===== src/rtl/guard_pkg.sv =====
package guard_pkg;

  typedef enum logic [1:0] {
    ST_LOCKED = 2'd0,
    ST_KEY1   = 2'd1,
    ST_OPEN   = 2'd2
  } lockState_t;

  // What the datapath saw on the bus this cycle
  typedef struct packed {
    logic access;
    logic keyFirst;
    logic keySecond;
    logic protWr;
  } busDecode_t;

  // Control decision for this cycle
  typedef struct packed {
    logic grant;
    logic deny;
  } guardStrobe_t;

endpackage


===== src/rtl/guard_ctrl.sv =====
module guard_ctrl
  import guard_pkg::*;
(
  input  logic         clk,
  input  logic         rstN,
  input  logic         lockCfg,
  input  busDecode_t   dec,
  output guardStrobe_t strobe,
  output logic         armed
);

  lockState_t state, stateNext;

  always_comb begin
    stateNext = state;
    if (dec.access) begin
      if (dec.keyFirst)
        stateNext = ST_KEY1;
      else if (dec.keySecond && state == ST_KEY1)
        stateNext = ST_OPEN;
      else
        stateNext = ST_LOCKED;
    end
  end

  always_ff @(posedge clk or negedge rstN) begin
    if (!rstN) state <= ST_LOCKED;
    else       state <= stateNext;
  end

  always_comb begin
    strobe.grant = dec.protWr && (!lockCfg || state == ST_OPEN);
    strobe.deny  = dec.protWr && !strobe.grant;
  end

  assign armed = (state == ST_OPEN);

endmodule


===== src/rtl/guard_dp.sv =====
module guard_dp
  import guard_pkg::*;
#(
  parameter int ADDR_W = 8,
  parameter int DATA_W = 16,
  parameter int NUM_PROT = 3,
  parameter logic [ADDR_W-1:0] KEY_ADDR   = 8'h10,
  parameter logic [ADDR_W-1:0] STAT_ADDR  = 8'h12,
  parameter logic [ADDR_W*NUM_PROT-1:0] PROT_ADDRS = {8'h06, 8'h04, 8'h00},
  parameter logic [DATA_W-1:0] KEY_FIRST  = 16'hABCD,
  parameter logic [DATA_W-1:0] KEY_SECOND = 16'h4321
) (
  input  logic              clk,
  input  logic              rstN,
  input  logic [ADDR_W-1:0] busAddr,
  input  logic [DATA_W-1:0] busWdata,
  input  logic              busWe,
  input  logic              busRe,
  input  guardStrobe_t      strobe,
  output busDecode_t        dec,
  output logic              wrAllow,
  output logic              wrDenied,
  output logic              errFlag,
  output logic [DATA_W-1:0] rdData
);

  logic [NUM_PROT-1:0] protHit;

  for (genvar i = 0; i < NUM_PROT; i++) begin : gProt
    assign protHit[i] = (busAddr == PROT_ADDRS[i*ADDR_W +: ADDR_W]);
  end

  logic keyWr, statWr, errClr;

  always_comb begin
    keyWr         = busWe && (busAddr == KEY_ADDR);
    statWr        = busWe && (busAddr == STAT_ADDR);
    errClr        = statWr && busWdata[0];
    dec.access    = busWe || busRe;
    dec.keyFirst  = keyWr && (busWdata == KEY_FIRST);
    dec.keySecond = keyWr && (busWdata == KEY_SECOND);
    dec.protWr    = busWe && (|protHit);
  end

  always_ff @(posedge clk or negedge rstN) begin
    if (!rstN)             errFlag <= 1'b0;
    else if (strobe.deny)  errFlag <= 1'b1;
    else if (errClr)       errFlag <= 1'b0;
  end

  always_comb begin
    rdData = '0;
    if (busRe && !busWe && busAddr == STAT_ADDR)
      rdData[0] = errFlag;
  end

  assign wrAllow  = strobe.grant;
  assign wrDenied = strobe.deny;

endmodule


===== src/rtl/keyed_write_guard.sv =====
module keyed_write_guard
  import guard_pkg::*;
#(
  parameter int ADDR_W = 8,
  parameter int DATA_W = 16,
  parameter logic [ADDR_W-1:0] KEY_ADDR   = 8'h10,
  parameter logic [ADDR_W-1:0] STAT_ADDR  = 8'h12,
  parameter logic [ADDR_W-1:0] PROT_ADDR0 = 8'h00,
  parameter logic [ADDR_W-1:0] PROT_ADDR1 = 8'h04,
  parameter logic [ADDR_W-1:0] PROT_ADDR2 = 8'h06,
  parameter logic [DATA_W-1:0] KEY_FIRST  = 16'hABCD,
  parameter logic [DATA_W-1:0] KEY_SECOND = 16'h4321
) (
  input  logic              clk,
  input  logic              rstN,
  input  logic              lockCfg,
  input  logic [ADDR_W-1:0] busAddr,
  input  logic [DATA_W-1:0] busWdata,
  input  logic              busWe,
  input  logic              busRe,
  output logic              wrAllow,
  output logic              wrDenied,
  output logic              errFlag,
  output logic              armed,
  output logic [DATA_W-1:0] rdData
);

  localparam int NUM_PROT = 3;
  localparam logic [ADDR_W*NUM_PROT-1:0] PROT_ADDRS = {PROT_ADDR2, PROT_ADDR1, PROT_ADDR0};

  busDecode_t   dec;
  guardStrobe_t strobe;

  guard_dp #(
    .ADDR_W(ADDR_W), .DATA_W(DATA_W), .NUM_PROT(NUM_PROT),
    .KEY_ADDR(KEY_ADDR), .STAT_ADDR(STAT_ADDR), .PROT_ADDRS(PROT_ADDRS),
    .KEY_FIRST(KEY_FIRST), .KEY_SECOND(KEY_SECOND)
  ) uDp (
    .clk(clk), .rstN(rstN),
    .busAddr(busAddr), .busWdata(busWdata), .busWe(busWe), .busRe(busRe),
    .strobe(strobe), .dec(dec),
    .wrAllow(wrAllow), .wrDenied(wrDenied), .errFlag(errFlag), .rdData(rdData)
  );

  guard_ctrl uCtrl (
    .clk(clk), .rstN(rstN), .lockCfg(lockCfg),
    .dec(dec), .strobe(strobe), .armed(armed)
  );

endmodule


===== config.mk =====
export PLATFORM = sky130hd
export DESIGN_NAME = keyed_write_guard
export DESIGN_NICKNAME = d
export VERILOG_FILES = /design/src/rtl/guard_pkg.sv /design/src/rtl/guard_ctrl.sv /design/src/rtl/guard_dp.sv /design/src/rtl/keyed_write_guard.sv
export SDC_FILE = /design/constraint.sdc
export NUM_CORES = 1
export LEC_CHECK = 0
export BUFFER_PORTS_ARGS = -buffer_cell sky130_fd_sc_hd__buf_2
export CELL_PAD_IN_SITES_DETAIL_PLACEMENT = 0
export CELL_PAD_IN_SITES_GLOBAL_PLACEMENT = 2
export CORE_MARGIN = 1.5
export CORE_UTILIZATION = 15
export DETAILED_ROUTE_END_ITERATION = 7
export GPL_TIMING_DRIVEN = 0
export PLACE_DENSITY_LB_ADDON = 0.3
export SLEW_MARGIN = 20
export SYNTH_ARGS = -nofsm -noshare
export SYNTH_HDL_FRONTEND = slang
export SYNTH_SLANG_ARGS = --single-unit

===== constraint.sdc =====
create_clock -name clk -period 2.7 [get_ports clk]
set_input_delay 0.54 -clock clk [delete_from_list [all_inputs] [get_ports clk]]
set_output_delay 0.54 -clock clk [all_outputs]
set_load 0.02 [all_outputs]

==> results.sh <==
export IMPL_outcome="complete, no violations"
export IMPL_fmax_mhz=459
export IMPL_synth_top_family_by_area="simple AND/OR/NAND/NOR gates"
export IMPL_synth_area_leader_cell="buf_4"
export IMPL_insertion_delay_ns=0.23
export IMPL_synth_area_top_cells="buf_4, dfrtp_1, nand4b_1, nor4b_1, nand3b_1"
export IMPL_synth_adder_area_share_pct=0
export IMPL_yosysWarnings=0
export IMPL_dieArea_sq_mm=0.00309
export IMPL_ys_types=21
export IMPL_ys_seq_area_share_pct=18.1
export IMPL_p_leak_nw=0.382
export IMPL_fin_crit_ns=2.18
export IMPL_drcViolationCount=0
export IMPL_fin_worst_skew_ns=0.000883
export IMPL_met2_usage_pct=10.7
export IMPL_postSynthAreaPerCell_sq_um=7.99
export IMPL_setup_viol=0
export IMPL_clk_pin_slew_ns=0.04
export IMPL_grt_pass1_wl_um=1810
export IMPL_drt_pass1_iter_count=2
export IMPL_hpwlAfterDp_um=1010
export IMPL_post_cts_buffers=0
export IMPL_rr_worst_depth=3
export IMPL_powerDensity_mw_per_mm2=291
export IMPL_reg2reg_slack_ns=1.66
export IMPL_maxSlewViolCount=0
export IMPL_clkSinkCount=3
export IMPL_synth_compound_area_share_pct=9.94
export IMPL_synth_xor_area_share_pct=0
export IMPL_vias=502
export IMPL_hold_path_class="in2async"
export IMPL_layout_common_cells="buf_2, buf_4, conb_1"
export IMPL_coreArea_sq_mm=0.00254
export IMPL_htree_levels=1
export IMPL_num_antenna_cells=0
export IMPL_dieWidth_um=55.6
export IMPL_post_drt_via_cell_ratio=3.77
export IMPL_final_hold_viol_count=0
export IMPL_design_area_sq_um=697
export IMPL_wl_um=1090
export IMPL_numCtsBuffers=3
export IMPL_io_buffers=33
export IMPL_rsz0062_at_grt="false"
export IMPL_start_util_pct=16.3
export IMPL_cts_tree="yes"
export IMPL_max_cap_viol_count=0
export IMPL_cts_root_buffer="clkbuf_4"
export IMPL_avgRoutedWirePerCell_um=8.18
export IMPL_row_count=18
export IMPL_cp_arrival_ns=1.64
export IMPL_grt_max_degree=5
export IMPL_synth_simple_area_share_pct=42.2
export IMPL_cp_max_fo=2
export IMPL_syn_to_final_growth_pct=67.8
export IMPL_met3_usage_pct=4.65
export IMPL_top_usage_layer="met2"
export IMPL_final_common_cell="buf_2"
export IMPL_syn_area_sq_um=415
export IMPL_gp_congestion=0.686
export IMPL_synth_cells=52
export IMPL_endpoint_kind="output pin"
export IMPL_synth_mux_area_share_pct=0
export IMPL_fin_tns_setup_ns=0
export IMPL_synth_top_area_share_pct=27.1
export IMPL_cts_resized=0
export IMPL_ys_ff_latch=3
export IMPL_grt_pass1_vias=444
export IMPL_ant_nets=0
export IMPL_grt_use_met1_pct=9.48
export IMPL_ir_drop_v=0.000285
export IMPL_ioPinCount=49
export IMPL_final_layout_size_suffix_gt1_share_pct=51.5
export IMPL_hold_buffers=0
export IMPL_timing_rr_start="uCtrl.state[1]$_DFFE_PN0P_"
export IMPL_cp_required_ns=2.16
export IMPL_worstReg2RegEnd="uCtrl.state[1]$_DFFE_PN0P_"
export IMPL_antenna_found_initial=0
export IMPL_grt_ovfl_total=0
export IMPL_critPathKind="in2out"
export IMPL_cts_buffer_depth=2
export IMPL_grt_usage_pct=7.40
export IMPL_place_area_sq_um=671
export IMPL_post_route_period_util_pct=80.7
export IMPL_setup_worst_path_start_class="input port"
export IMPL_final_nets=133
export IMPL_drt_initial_drc_count=19
export IMPL_die_h_um=55.6
## power breakdown
group | leakage [nW] | internal (W) | switching (W)
clock | 0.0150 | 0.0000553 | 0.0000219
combinational | 0.326 | 0.0000376 | 0.0000395
sequential | 0.0414 | 0.0000469 | 0.00000170
total | 0.382 | 0.000140 | 0.0000631
## sequential cells by signal, summed over array words and instances (netlist names)
name / cells
uCtrl.state: 2
uDp.errFlag: 1
## cells in the mapped netlist (all sizes together)
library cell / number
buf: 15
nand2: 5
dfrtp: 3
nand3b: 3
nand4b: 3
nor4b: 3
inv: 2
nand2b: 2
nor2: 2
nor4: 2
o31ai: 2
or4: 2
a21oi: 1
conb: 1
nand4: 1
nor2b: 1
nor3b: 1
nor4bb: 1
o21ai: 1
o41ai: 1
## stage by stage
| stage | total power (W) | worst slack, ns | cells | hold slack (ns) | utilization (%) |
|---|---|---|---|---|---|
| after detailed placement | 0.000126 | 0.513 | 129 | 0.341 | 26.4 |
| final | 0.000203 | 0.520 | 133 | 0.100 | 27.4 |
| after floorplan | 0.0000971 | 0.365 | 66 | 0.244 | - |
| after global placement | 0.000125 | 0.526 | 129 | 0.338 | 26.4 |
| after global routing | 0.000221 | 0.395 | 133 | 0.0831 | 27.4 |
| after CTS | 0.000207 | 0.513 | 133 | 0.0926 | 27.4 |
## cells by family (layout without fill, tap and decap cells)
kind of cell / after synthesis / count (layout)
flops: 3 / 3
other cells: 1 / 15
compound gates: 5 / 5
simple gates: 26 / 26
buf+inv: 17 / 54
## layout make-up
type / instances / area, sq um
buffer: 15 / 113
clock buffer: 4 / 26.3
fill: 284 / 1850
inverter: 2 / 7.51
multi-input combinational: 46 / 273
sequential: 3 / 75.1
tap: 30 / 37.5
timing repair buffer: 33 / 165
## worst max path at each step
stage	startpoint	end	slack (ns)
after global placement	busAddr[5]	rdData[0]	0.53
final	busAddr[5]	rdData[0]	0.52
after global routing	busAddr[5]	rdData[0]	0.40
after CTS	busAddr[5]	rdData[0]	0.51
after floorplan	busAddr[5]	rdData[0]	0.37
after detailed placement	busAddr[5]	rdData[0]	0.51
## routing by layer
layer	vias to the layer above	share of wire (%)
met5	-	0
met3	2	12
met4	0	0.55
li1	262	-
met1	210	44
met2	28	43
## worst max-delay path, stage by stage
cell and delay (ns):
buf_2 0.10, or4_4 0.53, nor4_1 0.26, buf_2 0.21
Note: power is estimated with default switching activity, not from simulation.
